--- src/rtl/ptp_ns_clock.sv ---
module ptp_ns_clock #(
  parameter int INT_W = 8
) (
  input  logic        clk,
  input  logic        rst_n,
  input  logic [2:0]  link_speed,
  input  logic        reg_wr,
  input  logic        reg_rd,
  input  logic [2:0]  reg_addr,
  input  logic [31:0] reg_wdata,
  output logic [31:0] reg_rdata
);
  localparam int DW     = 32;
  localparam int FRAC_W = DW;
  localparam int NS_W   = 2 * DW;
  localparam int INC_W  = INT_W + FRAC_W;

  localparam logic [2:0] A_CTRL = 3'd0;
  localparam logic [2:0] A_TLO  = 3'd1;
  localparam logic [2:0] A_THI  = 3'd2;
  localparam logic [2:0] A_ILO  = 3'd3;
  localparam logic [2:0] A_IHI  = 3'd4;

  localparam logic [2:0] LS_NONE = 3'd0;
  localparam logic [2:0] LS_STOP = 3'd1;
  localparam logic [2:0] LS_LOW  = 3'd2;
  localparam logic [2:0] LS_MID  = 3'd3;

  logic [NS_W-1:0]   ns_q;
  logic [FRAC_W-1:0] frac_q;
  logic              en_q, ovr_q;
  logic [DW-1:0]     stage_lo, snap_hi, inc_lo_stage;
  logic [INC_W-1:0]  sw_inc, def_inc, eff_inc;
  logic [FRAC_W-1:0] frac_sum;
  logic              carry;
  logic              stall, tick;
  logic              wr_ctrl, wr_tlo, wr_thi, wr_ilo, wr_ihi, rd_tlo;
  logic [NS_W-1:0]   ns_next;
  logic              unused_wbits;

  always_comb begin
    case (link_speed)
      LS_NONE: def_inc = {INT_W'(1),    32'h9999_9999};
      LS_STOP: def_inc = '0;
      LS_LOW:  def_inc = {INT_W'(32),   32'h0000_0000};
      LS_MID:  def_inc = {INT_W'(3),    32'h3333_3333};
      default: def_inc = {INT_W'(1),    32'h9999_9999};
    endcase
  end

  assign eff_inc = ovr_q ? sw_inc : def_inc;
  assign stall   = (link_speed == LS_STOP);
  assign tick    = en_q && !stall;

  assign {carry, frac_sum} = {1'b0, frac_q} + {1'b0, eff_inc[FRAC_W-1:0]};
  assign ns_next = ns_q + NS_W'(eff_inc[INC_W-1:FRAC_W]) + NS_W'(carry);

  assign wr_ctrl = reg_wr && (reg_addr == A_CTRL);
  assign wr_tlo  = reg_wr && (reg_addr == A_TLO);
  assign wr_thi  = reg_wr && (reg_addr == A_THI);
  assign wr_ilo  = reg_wr && (reg_addr == A_ILO);
  assign wr_ihi  = reg_wr && (reg_addr == A_IHI);
  assign rd_tlo  = reg_rd && (reg_addr == A_TLO);

  assign unused_wbits = ^reg_wdata[DW-1:INT_W];

  always_ff @(posedge clk or negedge rst_n) begin
    if (!rst_n) begin
      ns_q   <= '0;
      frac_q <= '0;
    end else if (wr_thi) begin
      ns_q   <= {reg_wdata, stage_lo};
      frac_q <= '0;
    end else if (tick) begin
      ns_q   <= ns_next;
      frac_q <= frac_sum;
    end
  end

  always_ff @(posedge clk or negedge rst_n) begin
    if (!rst_n) begin
      en_q         <= 1'b0;
      ovr_q        <= 1'b0;
      stage_lo     <= '0;
      snap_hi      <= '0;
      inc_lo_stage <= '0;
      sw_inc       <= '0;
    end else begin
      if (wr_ctrl) begin
        en_q  <= reg_wdata[0];
        ovr_q <= reg_wdata[1];
      end else if (wr_ihi) begin
        ovr_q <= 1'b1;
      end
      if (wr_tlo) stage_lo <= reg_wdata;
      if (rd_tlo) snap_hi <= ns_q[NS_W-1:DW];
      if (wr_ilo) inc_lo_stage <= reg_wdata;
      if (wr_ihi) sw_inc <= {reg_wdata[INT_W-1:0], inc_lo_stage};
    end
  end

  always_comb begin
    case (reg_addr)
      A_CTRL:  reg_rdata = {30'd0, ovr_q, en_q};
      A_TLO:   reg_rdata = ns_q[DW-1:0];
      A_THI:   reg_rdata = snap_hi;
      A_ILO:   reg_rdata = eff_inc[FRAC_W-1:0];
      A_IHI:   reg_rdata = DW'(eff_inc[INC_W-1:FRAC_W]);
      default: reg_rdata = '0;
    endcase
  end
endmodule

--- config.mk ---
export PLATFORM = sky130hd
export DESIGN_NAME = ptp_ns_clock
export DESIGN_NICKNAME = d
export VERILOG_FILES = /design/src/rtl/ptp_ns_clock.sv
export SDC_FILE = /design/constraint.sdc
export NUM_CORES = 1
export LEC_CHECK = 0
export BUFFER_PORTS_ARGS = -buffer_cell sky130_fd_sc_hd__buf_2
export CORE_ASPECT_RATIO = 0.5
export CORE_MARGIN = 2
export CORE_UTILIZATION = 53
export DETAILED_ROUTE_END_ITERATION = 10
export PLACE_DENSITY = 0.71
export SETUP_SLACK_MARGIN = 0.5
export SLEW_MARGIN = 10
export SYNTH_ARGS = -nofsm -noshare
export SYNTH_HDL_FRONTEND = slang
export SYNTH_SLANG_ARGS = --single-unit
--- constraint.sdc ---
create_clock -name clk -period 7.3 [get_ports clk]
set_clock_uncertainty 0.2 [all_clocks]
set_input_delay 0.365 -clock clk [delete_from_list [all_inputs] [get_ports clk]]
set_output_delay 0.365 -clock clk [all_outputs]
set_load 0.005 [all_outputs]
==> out/qor.txt <==
Avg Cell Area, Syn -> 9.68 sq um
Worst slew pin tran -> 1.11 ns
Net total in the final layout -> 1,515
Leakage -> 6.55 nW
Worst Path Buf+Inv -> 0
Largest net degree at the start of global routing -> 110
Post-synthesis sequential area ratio -> 44.3%
PortBufs -> 73
Placer Congestion -> 0.976
Relative slew slack -> 25.6%
Num CTS Buffers -> 23
Distinct cells, synth -> 71
Fraction of layout cells with a size suffix above 1 -> 19.3%
PostCTS Resize Cnt -> 0
Crit. End Element -> flop
Crit start category -> flop
Top Ports -> 74
DPL Wire Length -> 26.7 mm
CP Class -> reg -> reg
Drc violations -> 0
Setup violators final -> 0
Die height -> 116 um
Fmax -> 162 MHz
Post-route cell area -> 15,000 sq um
Ys async rst share -> 100%
Die span in x -> 227 um
Pre-Repair DR Iteration Count -> 5
Initial Utilization -> 54.6%
Total core area -> 24,200 sq um
Drt via density -> 6.21
CP cell instances -> a31oi_1 > a21oi_1 > ha_1 > o211a_1 > o31ai_1 > a31o_2 > o21ai_0 > a21oi_1 > o31ai_1 > a21o_1 > fa_1 > a21o_1 > a21oi_1 > o21a_1 > o21ai_1 > nand4_1 > or3_1 > a31oi_1
Max FO, Critical Path -> 10
Clk Latency, worst-skew pair -> 0.55 ns
Final core occ -> 61.7%
RSZ-0062 raised after global routing -> no
Post-DRT Antenna Nets -> 0
CTS tree -> done
H-Tree Depth -> 1
Initial antenna violation count -> 2
FF+latch count, synth -> 234
Hold buffers post-CTS -> 33
ANT cells -> 0
Fin crit share -> 84.4%
Synth top area share -> 44.3%
# rows -> 40
CP delay by family, top -> compound AO/OA/AOI/OAI gates
Die area -> 26,300 sq um
Routed vias -> 11,073
1st-iter DRT viols -> 1,151
Placed cell areas -> 13,800 sq um
Final Max Tran Viols -> 0
Worst hold path type -> in -> async
CP Data Arrival Time -> 6.40 ns
Fillers -> 2,060
Inst Count DP -> 1,709
Top cells by area, synth -> dfrtp_1 (44%), mux2_2 (11%), nand2_1 (4.6%)
Reg-to-Reg Start -> ovr_q
Post-Route WL -> 39.8 mm
CP most frequent cell -> a21oi_1
CP peak stage delay -> 0.81 ns
Max_cap viols -> 0
Worst Path Required -> 7.54 ns
Congestion Overflow GR -> 0
Tmin final -> 6.16 ns
Root Buffer -> clkbuf_16
Max VDD drop -> 0.184 mV
Post-synth top area cell -> dfrtp_1
R2r endpoint -> ns_q[63]
Reg2reg setup slack -> 1.14 ns
Area delta synth->final -> 13.1%
Outcome -> completed
Drt wl/cell -> 22.3 um
P per Cell Area -> 368 nW/um^2
TNS Setup -> 0 ns
Number of global-route vias before repair -> 10,880
Synth warnings -> 0
Critical path launch point -> ovr_q
First-pass GRT wire length -> 61.6 mm
Clk sink count -> 234
Post-synth EDFFs -> 0
Fin. Hold Viols -> 0
Mapped Area -> 13,200 sq um
Reg clk slew, reported paths -> 0.07 ns
Post-Syn Instances -> 1,366
Setup crit end -> ns_q[63]
Post-CTS setup buffers -> 0
Final Power -> 5.51 mW
Post-Layout Cell Count -> 1,782
Instance count on the critical path -> 18
Tot GR Track Use -> 30.9%
CTS Buffer Depth -> 3
R2R cell count -> 18
CP max-delay cell -> a31oi_1
Syn Nets -> 1,450
Most used DFF post-synth -> dfrtp_1
-- routing by layer --
layer | GRT usage (%) | up-vias | share of wire [%]
met5 | 0 | - | 0
met4 | 8.58 | 0 | 2.6
met3 | 7.07 | 69 | 9.6
met2 | 47.0 | 466 | 43
met1 | 44.7 | 5555 | 44
li1 | - | 4983 | -
-- through the flow --
stage | setup WS, ns | hold slack [ns]
finish | 1.14 | 0.233
global route | 0.842 | 0.248
CTS | 1.27 | 0.217
detailed placement | 1.17 | 0.265
global placement | 1.32 | 0.255
floorplan | 1.69 | -0.131
-- layout by cell type (no fill, tap or decap), drive strengths merged, types with 3 or more instances in the layout --
| master | count |
|---|---|
| ha | 39 |
| clkbuf | 31 |
| nor2 | 59 |
| bufinv | 4 |
| dlygate4sd3 | 33 |
| xor2 | 43 |
| o21bai | 4 |
| and2 | 27 |
| mux2i | 3 |
| fa | 3 |
| a32o | 4 |
| a31oi | 13 |
| a21o | 16 |
| a222oi | 8 |
| and4 | 4 |
| inv | 52 |
| clkinv | 4 |
| o31ai | 3 |
| nor2b | 7 |
| o21ai | 123 |
| dfrtp | 234 |
| or2 | 3 |
| a211oi | 6 |
| o21a | 10 |
| o211ai | 7 |
| a22o | 11 |
| nand3 | 39 |
| nand2b | 7 |
| a21oi | 88 |
| nor3 | 19 |
| nor4 | 11 |
| mux2 | 134 |
| nand4 | 36 |
| buf | 92 |
| a22oi | 22 |
| nand2 | 162 |
| and3 | 18 |
| nand3b | 3 |
| xnor2 | 36 |
-- layout make-up --
| class | instances | area (sq um) | area share (%) |
|---|---|---|---|
| Inverter | 52 | 195 | 1.31 |
| Clock inverter | 9 | 163 | 1.09 |
| Sequential cell | 234 | 5860 | 39.2 |
| Clock buffer | 31 | 646 | 4.32 |
| Timing Repair Buffer | 125 | 848 | 5.67 |
| Multi-Input combinational cell | 995 | 6820 | 45.6 |
| Tap cell | 336 | 420 | 2.81 |
-- flip-flops by register name, indices dropped and copies added, names as in the netlist --
| name | cells |
|---|---|
| frac_q | 32 |
| stage_lo | 32 |
| en_q | 1 |
| sw_inc | 40 |
| ns_q | 64 |
| inc_lo_stage | 32 |
| ovr_q | 1 |
| snap_hi | 32 |
-- worst register-to-register path: stages, from the launching register on --
cell     delay [ns]
dfrtp_1        0.49
a31oi_1        0.81
a21oi_1        0.16
ha_1           0.46
o211a_1        0.17
o31ai_1        0.08
a31o_2         0.26
o21ai_0        0.35
a21oi_1        0.18
o31ai_1        0.28
a21o_1         0.17
fa_1           0.20
a21o_1         0.13
a21oi_1        0.11
o21a_1         0.21
o21ai_1        0.81
nand4_1        0.37
or3_1          0.44
a31oi_1        0.19
-- cells in the mapped netlist, types with 3 or more instances --
cell and count:
xor2_1 43, a32o_1 4, a21o_1 16, nor3_1 17, nand4_1 35, a211oi_1 6, o211ai_1 7, a31oi_1 13
a222oi_1 8, nor4_1 11, o31ai_1 3, nor2b_1 7, mux2_2 132, and2_1 24, a21oi_1 88, nor2_1 59
and3_1 18, fa_1 3, dfrtp_1 234, o21a_1 10, nand3b_1 3, ha_1 39, a22oi_1 22, clkbuf_1 67
xnor2_1 36, o21ai_0 121, o21bai_1 4, nand3_1 39, buf_1 5, a22o_1 11, nand2b_1 6, inv_1 51
buf_2 9, mux2i_1 3, nand2_1 162
-- how the worst min path moves through the flow --
stage / start / to / slack, ns / depth (start not counted)
after global routing: reg_wr / inc_lo_stage[1] / 0.25 / 3
after CTS: reg_wr / inc_lo_stage[30] / 0.22 / 3
after floorplan: rst_n / en_q / -0.13 / 0
after detailed placement: stage_lo[9] / ns_q[9] / 0.27 / 2
final: rst_n / inc_lo_stage[13] / 0.23 / 2
after global placement: inc_lo_stage[11] / sw_inc[11] / 0.26 / 2
-- cell families (layout without fill, tap and decap cells) --
| family | after synthesis | after routing | synth area share [%] |
|---|---|---|---|
| AND/OR/NAND/NOR | 404 | 404 | 14.9 |
| AO/OA/AOI/OAI | 331 | 331 | 15.2 |
| flip-flops | 234 | 234 | 44.3 |
| multiplexers | 139 | 139 | 12.0 |
| buffers and inverters | 137 | 217 | 4.20 |
| XOR/XNOR | 79 | 79 | 5.23 |
| adder cells (fa/ha/maj) | 42 | 42 | 4.15 |
-- where the power goes --
group          internal, mW  switching (mW)
registers              1.68           0.307
logic                 0.925            1.30
clock network         0.765           0.532
No activity file was read; power rests on OpenSTA's default activity.
